$ cat src/rtl/coal_pkg.sv
package coal_pkg;
    typedef enum logic [1:0] {
        ST_IDLE  = 2'd0,
        ST_ACCUM = 2'd1,
        ST_FIRE  = 2'd2
    } coal_state_t;

    localparam logic [2:0] REG_CTRL  = 3'd0;
    localparam logic [2:0] REG_LIMIT = 3'd1;
    localparam logic [2:0] REG_DATA  = 3'd2;
    localparam logic [2:0] REG_ALO   = 3'd3;
    localparam logic [2:0] REG_AHI   = 3'd4;
endpackage

$ cat src/rtl/coal_regs.sv
module coal_regs #(
    parameter int REG_W    = 32,
    parameter int CNT_W    = 15,
    parameter int TMR_W    = 13,
    parameter int ADDR_W   = 48,
    parameter int TEN_BIT  = 18,
    parameter int RST_THR  = 20,
    parameter int RST_TLIM = 176
) (
    input  logic              clk,
    input  logic              rst_n,
    input  logic              we,
    input  logic [2:0]        addr,
    input  logic [REG_W-1:0]  wdata,
    output logic [CNT_W-1:0]  thr,
    output logic              ten,
    output logic [TMR_W-1:0]  tlim,
    output logic [REG_W-1:0]  data,
    output logic [ADDR_W-1:0] maddr
);
    import coal_pkg::*;
    localparam int HI_W = ADDR_W - REG_W;

    always_ff @(posedge clk) begin
        if (!rst_n) begin
            thr   <= CNT_W'(RST_THR);
            ten   <= 1'b0;
            tlim  <= TMR_W'(RST_TLIM);
            data  <= '0;
            maddr <= '0;
        end else if (we) begin
            unique case (addr)
                REG_CTRL: begin
                    thr <= wdata[CNT_W-1:0];
                    ten <= wdata[TEN_BIT];
                end
                REG_LIMIT: tlim <= wdata[TMR_W-1:0];
                REG_DATA:  data <= wdata;
                REG_ALO:   maddr[REG_W-1:0] <= wdata;
                REG_AHI:   maddr[ADDR_W-1:REG_W] <= wdata[HI_W-1:0];
                default: ;
            endcase
        end
    end
endmodule

$ cat src/rtl/coal_idle_timer.sv
module coal_idle_timer #(
    parameter int TMR_W = 13
) (
    input  logic             clk,
    input  logic             rst_n,
    input  logic             clr,
    input  logic [TMR_W-1:0] limit,
    output logic             expired
);
    logic [TMR_W-1:0] tmr_q;
    logic [TMR_W:0]   tmr_next;

    assign tmr_next = {1'b0, tmr_q} + {{TMR_W{1'b0}}, 1'b1};
    // Expiry: this edge completes the limit-th idle cycle (limit 0 acts as 1)
    assign expired  = tmr_next >= {1'b0, limit};

    always_ff @(posedge clk) begin
        if (!rst_n || clr)
            tmr_q <= '0;
        else if (!tmr_next[TMR_W])
            tmr_q <= tmr_next[TMR_W-1:0];
    end
endmodule

$ cat src/rtl/coal_ctrl.sv
module coal_ctrl #(
    parameter int CNT_W  = 15,
    parameter int REG_W  = 32,
    parameter int ADDR_W = 48
) (
    input  logic              clk,
    input  logic              rst_n,
    input  logic              done_valid,
    input  logic              done_iod,
    input  logic              rel_valid,
    input  logic [CNT_W-1:0]  rel_cnt,
    input  logic [CNT_W-1:0]  thr,
    input  logic              ten,
    input  logic              tmo_expired,
    input  logic [REG_W-1:0]  reg_data,
    input  logic [ADDR_W-1:0] reg_addr,
    output logic              tmr_clr,
    output logic              msg_valid,
    output logic [REG_W-1:0]  msg_data,
    output logic [ADDR_W-1:0] msg_addr
);
    import coal_pkg::*;
    localparam logic [CNT_W-1:0] CNT_ONE = CNT_W'(1);
    localparam logic [CNT_W-1:0] CNT_MAX = '1;

    coal_state_t      state_q, state_d;
    logic [CNT_W-1:0] cnt_q, cnt_rel, cnt_add;
    logic             hit_iod, hit_cnt, hit_tmo, fire;

    always_comb begin
        if (rel_valid && rel_cnt >= cnt_q)
            cnt_rel = '0;
        else if (rel_valid)
            cnt_rel = cnt_q - rel_cnt;
        else
            cnt_rel = cnt_q;
        cnt_add = (done_valid && cnt_rel != CNT_MAX) ? cnt_rel + CNT_ONE : cnt_rel;
        hit_iod = done_valid && done_iod;
        hit_cnt = (thr != '0) && (cnt_add >= thr);
        hit_tmo = ten && tmo_expired && !done_valid && (cnt_rel != '0);
        fire    = hit_iod || hit_cnt || hit_tmo;
        tmr_clr = done_valid || fire || (cnt_rel == '0);
    end

    always_comb begin
        state_d = state_q;
        unique case (state_q)
            ST_IDLE:  state_d = fire ? ST_FIRE : (done_valid ? ST_ACCUM : ST_IDLE);
            ST_ACCUM: state_d = fire ? ST_FIRE : ((cnt_add == '0) ? ST_IDLE : ST_ACCUM);
            ST_FIRE:  state_d = fire ? ST_FIRE : ((cnt_add == '0) ? ST_IDLE : ST_ACCUM);
            default:  state_d = ST_IDLE;
        endcase
    end

    // state register and uncovered-completion count
    always_ff @(posedge clk) begin
        if (!rst_n) begin
            state_q <= ST_IDLE;
            cnt_q   <= '0;
        end else begin
            state_q <= state_d;
            cnt_q   <= fire ? '0 : cnt_add;
        end
    end

    // outputs: payload captured on the triggering edge
    always_ff @(posedge clk) begin
        if (!rst_n) begin
            msg_data <= '0;
            msg_addr <= '0;
        end else if (fire) begin
            msg_data <= reg_data;
            msg_addr <= reg_addr;
        end
    end

    assign msg_valid = (state_q == ST_FIRE);
endmodule

$ cat src/rtl/irq_coalescer.sv
module irq_coalescer #(
    parameter int REG_W    = 32,
    parameter int CNT_W    = 15,
    parameter int TMR_W    = 13,
    parameter int ADDR_W   = 48,
    parameter int TEN_BIT  = 18,
    parameter int RST_THR  = 20,
    parameter int RST_TLIM = 176
) (
    input  logic              clk,
    input  logic              rst_n,
    input  logic              cfg_we,
    input  logic [2:0]        cfg_addr,
    input  logic [REG_W-1:0]  cfg_wdata,
    input  logic              done_valid,
    input  logic              done_iod,
    input  logic              rel_valid,
    input  logic [CNT_W-1:0]  rel_cnt,
    output logic              msg_valid,
    output logic [REG_W-1:0]  msg_data,
    output logic [ADDR_W-1:0] msg_addr
);
    logic [CNT_W-1:0]  w_thr;
    logic              w_ten;
    logic [TMR_W-1:0]  w_tlim;
    logic [REG_W-1:0]  w_data;
    logic [ADDR_W-1:0] w_addr;
    logic              w_tmr_clr, w_expired;

    coal_regs #(
        .REG_W(REG_W), .CNT_W(CNT_W), .TMR_W(TMR_W), .ADDR_W(ADDR_W),
        .TEN_BIT(TEN_BIT), .RST_THR(RST_THR), .RST_TLIM(RST_TLIM)
    ) u_regs (
        .clk(clk), .rst_n(rst_n), .we(cfg_we), .addr(cfg_addr), .wdata(cfg_wdata),
        .thr(w_thr), .ten(w_ten), .tlim(w_tlim), .data(w_data), .maddr(w_addr)
    );

    coal_idle_timer #(.TMR_W(TMR_W)) u_tmr (
        .clk(clk), .rst_n(rst_n), .clr(w_tmr_clr), .limit(w_tlim), .expired(w_expired)
    );

    coal_ctrl #(.CNT_W(CNT_W), .REG_W(REG_W), .ADDR_W(ADDR_W)) u_ctrl (
        .clk(clk), .rst_n(rst_n),
        .done_valid(done_valid), .done_iod(done_iod),
        .rel_valid(rel_valid), .rel_cnt(rel_cnt),
        .thr(w_thr), .ten(w_ten), .tmo_expired(w_expired),
        .reg_data(w_data), .reg_addr(w_addr),
        .tmr_clr(w_tmr_clr),
        .msg_valid(msg_valid), .msg_data(msg_data), .msg_addr(msg_addr)
    );
endmodule

$ cat config.mk
export PLATFORM = sky130hd
export DESIGN_NAME = irq_coalescer
export DESIGN_NICKNAME = d
export VERILOG_FILES = /design/src/rtl/coal_pkg.sv /design/src/rtl/coal_regs.sv /design/src/rtl/coal_idle_timer.sv /design/src/rtl/coal_ctrl.sv /design/src/rtl/irq_coalescer.sv
export SDC_FILE = /design/constraint.sdc
export NUM_CORES = 1
export LEC_CHECK = 0
export BUFFER_PORTS_ARGS = -buffer_cell sky130_fd_sc_hd__buf_2
export CORE_UTILIZATION = 55
export CTS_CLUSTER_SIZE = 20
export DETAILED_ROUTE_END_ITERATION = 7
export GPL_ROUTABILITY_DRIVEN = 0
export PLACE_DENSITY_LB_ADDON = 0.2
export SYNTH_ARGS = -nofsm -noshare
export SYNTH_HDL_FRONTEND = slang
export SYNTH_HIERARCHICAL = 1
export SYNTH_SLANG_ARGS = --single-unit
$ cat constraint.sdc
create_clock -name clk -period 7.31 [get_ports clk]
set_clock_uncertainty 0.05 [all_clocks]
set_input_delay 1.0965 -clock clk [delete_from_list [all_inputs] [get_ports clk]]
set_output_delay 1.0965 -clock clk [all_outputs]
set_load 0.01 [all_outputs]
# Yosys cells after proc, flatten, opt, wreduce, memory -nomap -nowiden
# Index checks and enable logic that the tools add are counted.
# totals
regBits	219
latchBits	0
ramBits	0
mem_bits_ro	0
input_bits	56
out_inout_bits	81
elab_cells	60
mem_count	0
# classes
addsub	3
multipliers	0
div	0
magnitude_cmp	3
eq_ne	7
shift	0
mux	8
n_bitwise	1
n_reduce_logical	27
# op_table
op	count
$mux 15	3
$ge 15x15->1	2
$logic_not 15->1	2
$reduce_bool 15->1	2
$add 15x1->15 const B	1
$ne 15x15->1 const B	1
$sub 15x15->15	1
$add 13x1->14 const B	1
$ge 14x13->1	1
$reduce_and 2->1	5
$logic_and 1x1->1	7
$eq 3x2->1 const B	2
$logic_or 1x1->1	5
$mux 2	2
$pmux 2 s2	1
$reduce_or 2->1	2
$eq 3x1->1 const B	1
$eq 3x3->1 const B	1
$logic_not 3->1	1
$eq 2x1->1 const B	1
$eq 2x2->1 const B	1
$logic_not 1->1	2
$logic_not 2->1	1
$mux 1	2
$not 1->1	1

# Longest topological paths before layout
# logic_depth
word_depth	13
mapped_depth	29
depth_no_buf	27

# Hierarchy
# The synthesis kept the hierarchy.
# modules_own_cells
mod	instances	cells_per_inst	area_per_inst_um2
coal_ctrl	1	753	5860.6
coal_regs	1	398	4037.6
coal_idle_timer	1	117	1024.7

# Least setup slack after synthesis
# OpenSTA, ideal clock, no wires.
# synth_path
path_kind	input to register
from	input rel_cnt[13]
to	register u_tmr.tmr_q[0]
setup_ns	0.071
t_arrival_ns	6.484
t_required_ns	7.189
path_slack_ns	0.705
cell_stages	29
path_buffers	3
path_cell_list	inv_1 -> ha_1 -> buf_2 -> o21a_1 -> o2bb2ai_1 -> nor3_1 -> o31ai_2 -> o22ai_1 -> ha_1 -> inv_1 -> nor4_1 -> a31oi_2 -> nor2_1 -> a21oi_1 -> ha_1 -> nor2b_1 -> o21a_1 -> o21a_1 -> o21a_1 -> o21a_1 -> o21a_1 -> o221ai_1 -> a31oi_1 -> o21ai_1 -> clkbuf_1 -> nand3_1 -> nand2b_1 -> buf_1 -> a21oi_2
# synth_between
elab_chain_cells	13
# synth_rtl
element	line_no	rtl
start: declaration	irq_coalescer.sv:18	input logic [CNT_W-1:0] rel_cnt,
$sub 15x15->15 / $ge 15x15->1 (equally long branches)	coal_ctrl.sv:34, coal_ctrl.sv:31	
$mux 15 / $logic_and 1x1->1 (equally long branches)	coal_ctrl.sv:33, coal_ctrl.sv:31	
$mux 15 *	coal_ctrl.sv:31	if (rel_valid && rel_cnt >= cnt_q)
branches (longest 2 deep; another with $add 15x1->15)	-	
$mux 15 *	coal_ctrl.sv:37	cnt_add = (done_valid && cnt_rel != CNT_MAX) ? cnt_rel + CNT_ONE : cnt_rel;
named net u_ctrl.cnt_add[1]	coal_ctrl.sv:27	logic [CNT_W-1:0] cnt_q, cnt_rel, cnt_add;
$ge 15x15->1 *	coal_ctrl.sv:39	hit_cnt = (thr != '0) && (cnt_add >= thr);
$logic_and 1x1->1 *	coal_ctrl.sv:39	
$logic_or 1x1->1 * (2 in series)	coal_ctrl.sv:41	fire = hit_iod || hit_cnt || hit_tmo;
$logic_or 1x1->1 * (2 in series)	coal_ctrl.sv:42	tmr_clr = done_valid || fire || (cnt_rel == '0);
named net w_tmr_clr	irq_coalescer.sv:28	logic w_tmr_clr, w_expired;
$logic_or 1x1->1 *	coal_idle_timer.sv:18	if (!rst_n || clr)
end signal: assignment	coal_idle_timer.sv:21	tmr_q <= tmr_next[TMR_W-1:0];
end: declaration	coal_idle_timer.sv:10	logic [TMR_W-1:0] tmr_q;
# Mark *: on every way through the listed nets, which the timed path passes.
# A chain may end at the register's enable or synchronous reset.

# Worst setup path after layout
# layout_path
from	input rel_cnt[12]
to	register u_ctrl.msg_addr[44]
# layout_between
elab_chain_cells	10
# layout_rtl
element	line_no	rtl
$sub 15x15->15 / $ge 15x15->1 (equally long branches)	coal_ctrl.sv:34, coal_ctrl.sv:31	
$mux 15 / $logic_and 1x1->1 (equally long branches)	coal_ctrl.sv:33, coal_ctrl.sv:31	
$mux 15 *	coal_ctrl.sv:31	
branches (longest 2 deep; another with $add 15x1->15)	-	
$mux 15 *	coal_ctrl.sv:37	
named net u_ctrl.cnt_add[1]	coal_ctrl.sv:27	
$ge 15x15->1 *	coal_ctrl.sv:39	
$logic_and 1x1->1 *	coal_ctrl.sv:39	
$logic_or 1x1->1 * (2 in series)	coal_ctrl.sv:41	
end signal: assignment	coal_ctrl.sv:73	msg_addr <= reg_addr;
end: declaration	coal_ctrl.sv:20	output logic [ADDR_W-1:0] msg_addr
# Marks and branches as above.

==> out/results.txt <==
After synthesis, the cell types taking the most area are sky130_fd_sc_hd__dfxtp_1, sky130_fd_sc_hd__mux2i_1, sky130_fd_sc_hd__ha_1. In this run, synthesis inferred 0 flip-flops with an integrated enable. For this run, the top clock speed supported by timing is 154 MHz. The floorplan step defined a die boundary enclosing 20400 sq um. The most area-hungry cell type in the Yosys netlist was sky130_fd_sc_hd__dfxtp_1. For the number of resized instances in the post-cts repair step, the log shows 0. The HPWL after detailed placement is 19.1 mm. The number of global-route vias before repair was 9087. After the last flow step, the layout net total stands at 1466. For this design the static power due to leakage is 0.00545 uW. The area share of the largest cell type after synthesis was 40.1%; the per-instance average area after synthesis was 8.61 sq um. The worst-path maximum fanout was 64. The run gives 27.7% as the global-route usage over all layers. The floorplan step set the die height to 143 um.

The maximum count of clock buffers along a single path is 3, and the number of detailed-routing iterations run before antenna repair is 5. Slowest cell on the critical path: sky130_fd_sc_hd__ha_1. The logs give 7.61 ns for the required arrival time at the worst endpoint and 137 for the count of pins on the block boundary. After detailed routing, the average wire length per cell comes to 17.3 um. The number of nets in the synthesized netlist is 1374.

For this block, the routed nets add up to 28.4 mm of wire. The share of the yosys chip area belonging to registers is 40.1%, and the number of setup violations in the final report is 0. After synthesis, the netlist uses 84 different library cells. Once the floorplan was initialized, standard cells occupied 56.1% of the core. In this run, placement finished with an instance count of 1600.

The number of DRC markers after the initial detailed-route iteration was 638; the clock period minus final worst setup slack was 6.48 ns. Port buffering added 136 buffers. The final number of max-transition violations was 0; the power per cell area was 204 nW/um^2. The maximum cell stage delay along the critical path works out to 0.42 ns. The total number of yosys warnings was 6. The run gives 2560 uW as the overall power of the completed layout. The filler cells instantiated in the layout total 1714. Across all register-to-register paths, the minimum setup slack is 1.20 ns. The first global-routing pass estimated 45.7 mm of wire. The number of buffers inserted for hold repair after clock tree synthesis came out at 0. STA classifies the critical path endpoint as a flip-flop. Together, buffers and inverters on the worst path number 4.

The worst slew slack as a fraction of its limit came out at 21.9%. The worst-margin pin slew came out at 1.17 ns. IR analysis of the VDD net gives a maximum drop of 0.202 mV. TritonCTS built the clock tree.

The clock slew seen by the registers of the worst setup and hold paths works out to 0.06 ns. The cell sitting at the root of the clock tree is a sky130_fd_sc_hd__clkbuf_16. In the synthesized netlist, the number of instances is 1268. In this run, CTS created clock tree buffers numbering 23.

The nature of the critical path startpoint was a primary input. At the end of the flow the core is filled with cells to 64.2%. The clock net in this run drives a total of 219 sinks.

The number of antenna diodes in the final layout is 0. By count the netlist is led by sky130_fd_sc_hd__dfxtp_1, sky130_fd_sc_hd__nand2_1, sky130_fd_sc_hd__a21oi_1. In this design, the largest share of critical-path delay is due to compound AO/OA/AOI/OAI gates. For this run, asynchronously set or reset flops after synthesis account for 0%. Entering global routing, the biggest net connects 83 pins. The routed layout has 9562 vias. The synthesized design contains 219 register bits. After detailed routing, the number of vias per cell comes to 5.83. The mapped netlist covers 10900 sq um. The critical path in this run is classified as in -> reg. The logs give 6.78 ns for the arrival time at the worst endpoint and 0 for the post-route antenna net violation count. In this design, the critical path's most frequently occurring cell is sky130_fd_sc_hd__o21a_1. The run finished with clean final reports. Buffers added to address setup during post-CTS repair amount to 0. Once placement finished, the instance area stood at 11700 sq um. Initial antenna violation count: 0.

The type of the tightest min-delay check was reg -> reg. The worst path uses 88.6% of the clock period. Among all flip-flop cells after synthesis, the most frequent one is sky130_fd_sc_hd__dfxtp_1. The tools report the number of hold violations in the final report as 0. sky130_fd_sc_hd__dfxtp_1 is the most common cell in the netlist. In this run the horizontal extent of the chip is 143 um. Setup repair after global routing left no endpoint under its margin. The synthesis-to-layout area growth came out at 14.4%.

Summing all non-filler instances in the final layout gives an area of 12500 sq um. The source-to-sink clock delay at the later pin of the worst-skew pair was 0.52 ns; the cell row count was 51. For the overall overflow remaining after global route, the log shows 0. The total area inside the core boundary comes to 19500 sq um.

For this run, design rule violations remaining after detail routing come to 0. Across the run, the number of max-cap violations was 0. Setup total negative slack on the finished layout was measured at 0 ns. The number of levels in the clock H-tree was 1; the final instance count without filler cells was 1640. The share of cells above drive strength 1 is 16.7%.
## cell families (layout without fill, tap and decap cells)
family,after synthesis,after routing,share of synthesized area [%]
compound gates,308,308,17.4
simple gates,401,401,18.5
buf+inv,153,260,5.95
flops,219,219,40.1
xor+xnor,27,27,2.16
mux,110,110,10.1
fa+ha+maj,50,50,5.73
## worst paths after layout
kind / startpoint / to / cells past startpoint
max: rel_cnt[12] / u_ctrl/msg_addr[44] / 27
min: u_regs/maddr[12] / u_regs/maddr[12] / 2
max reg2reg: u_ctrl/cnt_q[13] / u_ctrl/msg_addr[44] / 25
min reg2reg: u_regs/maddr[12] / u_regs/maddr[12] / 2
## layout by cell type (no fill, tap or decap), types with 13 or more instances in the layout
cell and n:
sky130_fd_sc_hd__o21ai_1 85, sky130_fd_sc_hd__ha_1 50, sky130_fd_sc_hd__nor2_1 20, sky130_fd_sc_hd__mux2i_1 110, sky130_fd_sc_hd__o21ai_0 13, sky130_fd_sc_hd__buf_4 17
sky130_fd_sc_hd__a21oi_1 114, sky130_fd_sc_hd__buf_2 135, sky130_fd_sc_hd__nand3_1 97, sky130_fd_sc_hd__inv_1 64, sky130_fd_sc_hd__clkbuf_16 23, sky130_fd_sc_hd__dfxtp_1 219
sky130_fd_sc_hd__and3_1 20, sky130_fd_sc_hd__nor3_1 15, sky130_fd_sc_hd__nor2b_1 20, sky130_fd_sc_hd__nand2_1 162, sky130_fd_sc_hd__xnor2_1 17
## where the power goes
part	internal (uW)	switching, uW
clock	679	469
combinational	63.3	122
sequential	1210	10.5
total	1950	602
## flip-flops by register name, summed over array words and instances (netlist names)
signal           cells
u_ctrl/cnt_q        15
u_ctrl/msg_addr     48
u_ctrl/msg_data     32
u_ctrl/state_q       2
u_regs/data         32
u_regs/maddr        48
u_regs/ten           1
u_regs/thr          15
u_regs/tlim         13
u_tmr/tmr_q         13
## worst reg2reg max path, delay by kind of cell, from the launching register on
family | cells | cell delay (ns)
AOI/OAI and AO/OA | 16 | 3.03
DFF | 1 | 0.35
and+or+nand+nor | 4 | 1.10
adders and majority gates | 3 | 1.07
buffers and inverters | 2 | 0.36
## stage by stage
| step | setup slack, ns | hold WS, ns |
|---|---|---|
| floorplan | 0.705 | 0.383 |
| global placement | 0.633 | 0.392 |
| detailed placement | 0.398 | 0.397 |
| CTS | 0.943 | 0.411 |
| global route | 0.326 | 0.420 |
| finish | 0.833 | 0.409 |
## final cells by class
type / count / area [sq um] / share of cell area [%]
Multi-Input combinational cell: 896 / 5940 / 47.5
Clock buffer: 35 / 681 / 5.45
Tap cell: 265 / 332 / 2.65
Clock inverter: 5 / 67.6 / 0.541
Sequential cell: 219 / 4380 / 35.1
Inverter: 66 / 248 / 1.98
Timing Repair Buffer: 154 / 843 / 6.75
## per-layer routing
layer	GRT usage, %	up-vias	routed length (um)
li1	-	4655	-
met1	36.2	4574	12600
met2	46.0	286	13300
met5	0	-	0
met3	5.47	47	1840
met4	8.15	0	622
Note: power is estimated with default switching activity, not from simulation.
